[config.mk]
export PLATFORM = sky130hd
export DESIGN_NAME = ook_cdr
export DESIGN_NICKNAME = d
export VERILOG_FILES = /design/src/rtl/ook_cdr_pkg.sv /design/src/rtl/ook_env_detect.sv /design/src/rtl/ook_bit_timer.sv /design/src/rtl/ook_ones_watch.sv /design/src/rtl/ook_cdr.sv
export SDC_FILE = /design/constraint.sdc
export NUM_CORES = 1
export LEC_CHECK = 0
export BUFFER_PORTS_ARGS = -buffer_cell sky130_fd_sc_hd__buf_4
export CAP_MARGIN = 10
export CORE_ASPECT_RATIO = 1.25
export CORE_MARGIN = 4
export CORE_UTILIZATION = 45
export DETAILED_ROUTE_END_ITERATION = 10
export GPL_TIMING_DRIVEN = 0
export PLACE_DENSITY = 0.7
export SETUP_SLACK_MARGIN = 0.1
export SLEW_MARGIN = 20
export SYNTH_ARGS = -nofsm -noshare
export SYNTH_HDL_FRONTEND = slang
export SYNTH_SLANG_ARGS = --single-unit
[constraint.sdc]
create_clock -name clk -period 3 [get_ports clk]
set_input_delay 0.15 -clock clk [delete_from_list [all_inputs] [get_ports clk]]
set_output_delay 0.15 -clock clk [all_outputs]
set_load 0.03 [all_outputs]
[src/rtl/ook_cdr_pkg.sv]
package ook_cdr_pkg;

    typedef enum logic {
        ENV_LOW  = 1'b0,
        ENV_HIGH = 1'b1
    } env_state_t;

    typedef struct packed {
        logic valid;
        logic value;
    } bit_evt_t;

    localparam int unsigned DEF_DIV        = 9;
    localparam int unsigned DEF_TAPS       = 3;
    localparam int unsigned DEF_ONES_LIMIT = 602667;

    function automatic env_state_t vote_env(input int unsigned high_cnt,
                                            input int unsigned taps);
        return (2 * high_cnt < taps) ? ENV_HIGH : ENV_LOW;
    endfunction

endpackage

[src/rtl/ook_env_detect.sv]
module ook_env_detect
    import ook_cdr_pkg::*;
#(
    parameter int unsigned TAPS = DEF_TAPS
) (
    input  logic       clk,
    input  logic       rst,
    input  logic       wide_i,
    output env_state_t env_o
);
    localparam int unsigned CNT_W = $clog2(TAPS + 1);

    logic [TAPS-1:0]  smp_q;
    logic [CNT_W-1:0] high_cnt;

    always_ff @(posedge clk) begin
        if (rst) begin
            smp_q <= '1;
        end else begin
            smp_q <= {smp_q[TAPS-2:0], wide_i};
        end
    end

    always_comb begin
        high_cnt = '0;
        for (int i = 0; i < int'(TAPS); i++) begin
            high_cnt = high_cnt + CNT_W'(smp_q[i]);
        end
    end

    assign env_o = vote_env(int'(high_cnt), TAPS);

endmodule

[src/rtl/ook_bit_timer.sv]
module ook_bit_timer
    import ook_cdr_pkg::*;
#(
    parameter int unsigned DIV = DEF_DIV
) (
    input  logic       clk,
    input  logic       rst,
    input  env_state_t env_i,
    output bit_evt_t   evt_o
);
    localparam int unsigned CW = (DIV > 1) ? $clog2(DIV) : 1;
    localparam logic [CW-1:0] LAST = CW'(DIV - 1);

    logic [CW-1:0] phase_q;
    env_state_t    env_q;

    always_ff @(posedge clk) begin
        if (rst) begin
            phase_q <= '0;
            env_q   <= ENV_LOW;
            evt_o   <= '0;
        end else begin
            env_q <= env_i;
            evt_o <= '0;
            if (env_i == ENV_LOW) begin
                phase_q <= '0;
                if (env_q == ENV_HIGH) begin
                    evt_o <= '{valid: 1'b1, value: 1'b0};
                end
            end else if (phase_q == LAST) begin
                phase_q <= '0;
                evt_o   <= '{valid: 1'b1, value: 1'b1};
            end else begin
                phase_q <= phase_q + 1'b1;
            end
        end
    end

endmodule

[src/rtl/ook_ones_watch.sv]
module ook_ones_watch
    import ook_cdr_pkg::*;
#(
    parameter int unsigned ONES_LIMIT = DEF_ONES_LIMIT
) (
    input  logic     clk,
    input  logic     rst,
    input  bit_evt_t evt_i,
    output logic     pulse_o
);
    localparam int unsigned RW = $clog2(ONES_LIMIT + 1);
    localparam logic [RW-1:0] FULL     = RW'(ONES_LIMIT);
    localparam logic [RW-1:0] PRE_FULL = RW'(ONES_LIMIT - 1);

    logic [RW-1:0] run_q;

    always_ff @(posedge clk) begin
        if (rst) begin
            run_q   <= '0;
            pulse_o <= 1'b0;
        end else begin
            pulse_o <= 1'b0;
            if (evt_i.valid) begin
                if (evt_i.value) begin
                    if (run_q == PRE_FULL) begin
                        pulse_o <= 1'b1;
                    end
                    if (run_q != FULL) begin
                        run_q <= run_q + 1'b1;
                    end
                end else begin
                    run_q <= '0;
                end
            end
        end
    end

endmodule

[src/rtl/ook_cdr.sv]
module ook_cdr
    import ook_cdr_pkg::*;
#(
    parameter int unsigned DIV        = DEF_DIV,
    parameter int unsigned TAPS       = DEF_TAPS,
    parameter int unsigned ONES_LIMIT = DEF_ONES_LIMIT
) (
    input  logic clk,
    input  logic rst,
    input  logic wide_i,
    output logic env_o,
    output logic bit_valid_o,
    output logic bit_o,
    output logic long_reset_o
);
    env_state_t env;
    bit_evt_t   evt;

    ook_env_detect #(.TAPS(TAPS)) u_env (
        .clk   (clk),
        .rst   (rst),
        .wide_i(wide_i),
        .env_o (env)
    );

    ook_bit_timer #(.DIV(DIV)) u_timer (
        .clk  (clk),
        .rst  (rst),
        .env_i(env),
        .evt_o(evt)
    );

    ook_ones_watch #(.ONES_LIMIT(ONES_LIMIT)) u_ones (
        .clk    (clk),
        .rst    (rst),
        .evt_i  (evt),
        .pulse_o(long_reset_o)
    );

    assign env_o       = (env == ENV_HIGH);
    assign bit_valid_o = evt.valid;
    assign bit_o       = evt.value;

endmodule

After elaboration in Yosys (flattened, before gate mapping)
Index checks and enable logic that the tools add are counted.

operators by class
  add/sub/neg operators = 4
  bitwise gates (word level) = 3
  magnitude comparators = 1
  eq/ne operators = 4
  reduce and logical (&&, ||, !) cells = 3
  mux-type cells = 7

operators by type and width
  cell                                                        count
  two-way mux 20 bit                                          2
  adder 20 x 1 -> 20 bit, second input constant               1
  == test 20 bit, second input constant                       1
  != test 20 bit, second input constant                       1
  two-way mux 2 bit                                           3
  OR reduction 3 bit                                          2
  adder 4 x 1 -> 4 bit, second input constant                 1
  == test 4 bit, second input constant                        1
  less-than comparator 3 x 2 -> 1 bit, second input constant  1
  NOT 1 bit                                                   3
  adder 1 x 1 -> 2 bit                                        1
  adder 2 x 1 -> 2 bit                                        1
  two-way mux 1 bit                                           2
  != test 2 x 1 -> 1 bit, second input constant               1
  AND reduction 2 bit                                         1

storage, ports and cells
  register bits after elaboration = 31
  word-level logic and storage cells = 29
  bits of input ports = 3

Logic depth before layout (Yosys ltp)
  depth after elaboration = 6
  depth in mapped cells = 8

Cells and area by module
From an unflattened synthesis, not the netlist that was laid out.

unflattened totals
  cell total of the unflattened synthesis = 196
  area, all modules = 1694.1 um^2

by module, submodules not included
  module          cells an instance  instances  area an instance (um^2)
  ook_ones_watch  164                1          1322.5
  ook_bit_timer   24                 1          275.3
  ook_env_detect  8                  1          96.3

Least setup slack after synthesis
OpenSTA, ideal clock, no wires.

  kind = register to register
  start = reg u_ones.run_q[1]
  end = reg u_ones.run_q[14]
  arrival = 1.664 ns
  stages on the path, launching flop included = 7
  setup time = 0.071 ns
  path slack = 1.265 ns
  cells stage by stage = dfxtp_1 > ha_1 > nand3_1 > nor2_1 > nand3_1 > or4b_1 > a21oi_1

between the ends
  longest elaborated chain between the ends = 3
  elaborated cells between the ends (all ways) = 6
  those cells by class = add/sub (1); eq/ne (2); mux (2); reduce/logical (1)

ends and longest elaborated chain
  what                                                                 line                                        source
  start, declared                                                      ook_ones_watch.sv:15                        logic [RW-1:0] run_q;
  start signal, assigned                                               ook_ones_watch.sv:29                        run_q <= run_q + 1'b1;
  adder 20 x 1 -> 20 bit / != test 20 bit (equally long branches)      ook_ones_watch.sv:29, ook_ones_watch.sv:28
  two-way mux 20 bit / != test 2 x 1 -> 1 bit (equally long branches)  --
  two-way mux 20 bit / AND reduction 2 bit (equally long branches)     --

Several ways; a longest one is shown, not always the timed one. The select of a mux whose other input is x is not followed.
A chain may end at the register's enable or synchronous reset.

Final worst setup path
Ends and elaborated chain as after synthesis.

==> metrics <==
largest net degree at the start of global routing=11; setup TNS=0 ps; Syn Area/Cell=8.68 um^2; drt initial violations=70; CTS root buf=clkbuf_8; FMAX=497 MHz; status=finished, final reports clean; Top Usage Layer GRT=met2; ys async rst share=0; WS Path Type=flip-flop to flip-flop; routed vias/inst=6.15; Main synth FF type=dfxtp_1; startpoint types=flip-flop; EDFF count, synth=0; routed wire length per instance=15.2 um; fin crit share=0.671; leak pwr=0.575 nW; Initial Util=0.465; CTS Sinks=31; TritonRoute pass-1 iters=4; unrepaired setup endpoints after global routing=no; Total GRT Usage=0.182; GPL Wtd Cong=0.825; relative slew slack=0.626; number of global-route vias before repair=1435; met3 Use GR=0.0463; Syn Nets=193; first-pass GRT wire length=6320 um; Worst path slowest cell=or4b_1; Tot Pwr=773 uW; Core Area=3450 um^2; met2 GRT Util=0.309; # fillers=322; ant diodes=0; Yosys cell types=48; # nets final=206; # port buffers=6; peak supply drop=0.266 mV; fin. max-slew vios=0; DIE HEIGHT=74.8 um; layout cells sized above 1=0.146; Reg clk slew, reported paths=about 70 ps; CP Capture Type=flip-flop; clk_skew=a little over 10 ps; Max stage delay on crit path=490 ps; critical path data required time=3220 ps; worst hold path type=primary input to flip-flop; DRC viols=0; PwrDens=~430 nW/um^2; CTS Hold Bufs=0; grt met1 use=0.222; die width=61.4 um; row count=24; die footprint=4590 um^2; ANT nets after route=0; H-tree depth=2; synth warn=0; worst path arrival time=2230 ps; crit path time final=2010 ps; I/O pins=7; CTS tree=built; Slew @ Worst Pin=557 ps; PostCTS Resize Cnt=0; clock latency on the worst-skew pair=approximately 280 ps; Most Frequent Cell on Critical Path=nand3_1; most common cell after layout, fill and taps aside=dfxtp_1; total wire length=between 3000 and 4000 um; most frequent cells in the layout=31 x dfxtp_1, 17 x a21oi_1, 17 x nand2_1, 10 x nand3_1, 10 x o21ai_0; Layout area overhead=11.3%; initial antenna violation count=0; final setup fails=0; cell area after synthesis=1610 um^2; clock buffer depth=2; Crit Path Max Fanout=6; grt ovf=0; HPWL after DPL=2500 um; worst-path cell chain=ha_1 -> nand3_1 -> nor2_1 -> nand3_1 -> or4b_1 -> a21oi_1; Max Cap Violations=0; cts bufs inserted=5; final hold vios=0; Mapped Cells=185; Seq/Total Area, Yosys=0.387; Yosys reg bits=31; via count=1458; Setup Buffers After CTS=0
## area by class of cell
class                   instances  area [um^2]  share of cell area
repair buffers                  6         45.0              0.0252
flip-flops and latches         31          621               0.347
inverters                       7         26.3              0.0147
well taps                      39         48.8              0.0273
multi-input cells             134          876               0.490
clock inverters                 1         5.00             0.00280
plain buffers                  13         82.6              0.0462
clock buffers                   6         82.6              0.0462
## routing by layer
| layer | part of all wire | vias to the layer above |
|---|---|---|
| li1 | - | 715 |
| met1 | 0.43 | 696 |
| met2 | 0.50 | 40 |
| met3 | 0.059 | 7 |
| met4 | 0.012 | 0 |
| met5 | 0 | - |
## flip-flops by register name, indices dropped and copies added, names as in the netlist
register / cells
u_env.smp_q: 3
u_ones.run_q: 20
u_timer.env_q: 1
u_timer.phase_q: 4
u_timer.evt_o: 2
u_ones.pulse_o: 1
## synth_stat cells (3+ instances only)
master	number	area [um^2]
ha_1	5	62.6
nand3_1	10	50.1
nand4_1	3	18.8
nor3_1	6	30.0
or2_2	3	18.8
buf_6	3	33.8
o21ai_0	10	50.1
nand2b_1	3	18.8
nor2_1	9	33.8
dfxtp_1	31	621
and4_1	3	26.3
a311oi_1	9	78.8
clkbuf_1	5	18.8
a41oi_1	4	35.0
a31oi_1	3	18.8
inv_1	7	26.3
nand4b_1	3	26.3
a21oi_1	17	85.1
nand2_1	17	63.8
## kinds of logic (layout without fill, tap and decap cells)
logic type / count (synthesis) / in the layout / synth area share
mux: 2 / 2 / 0.0132
compound gates: 49 / 49 / 0.197
fa+ha+maj: 5 / 5 / 0.0390
flops: 31 / 31 / 0.387
xor+xnor: 2 / 2 / 0.0109
buf+inv: 20 / 33 / 0.0678
simple gates: 76 / 76 / 0.285
## worst paths after layout
path / from / slack [ps] / end / depth (start not counted)
max: u_ones.run_q[1] / 990 / u_ones.run_q[14] / 6
min: wide_i / 60 / u_env.smp_q[0] / 2
max reg2reg: u_ones.run_q[1] / 990 / u_ones.run_q[14] / 6
min reg2reg: u_env.smp_q[0] / 450 / u_env.smp_q[1] / 1
## through the flow
step,hold WS (ps),area (um^2),worst slack [ps],util,std cells
after floorplan,241,1610,1270,-,185
after detailed placement,344,1700,1020,0.492,230
after global placement,343,1700,1040,0.492,230
final,55.4,1790,987,0.517,237
after CTS,49.5,1790,990,0.517,237
after global routing,60.1,1790,777,0.517,237
## power by group
part	internal, mW	switching (mW)
sequential	0.415	0.00235
clock	0.180	0.148
combinational	0.0105	0.0172
## worst max-delay path, delay by kind of cell (launching register included)
| kind | cells | cell delay, ps |
|---|---|---|
| AO/OA/AOI/OAI | 1 | 140 |
| adder cells (fa/ha/maj) | 1 | 270 |
| flip-flops | 1 | 410 |
| AND/OR/NAND/NOR | 4 | 1130 |
Power figures use the tool's default switching activity.
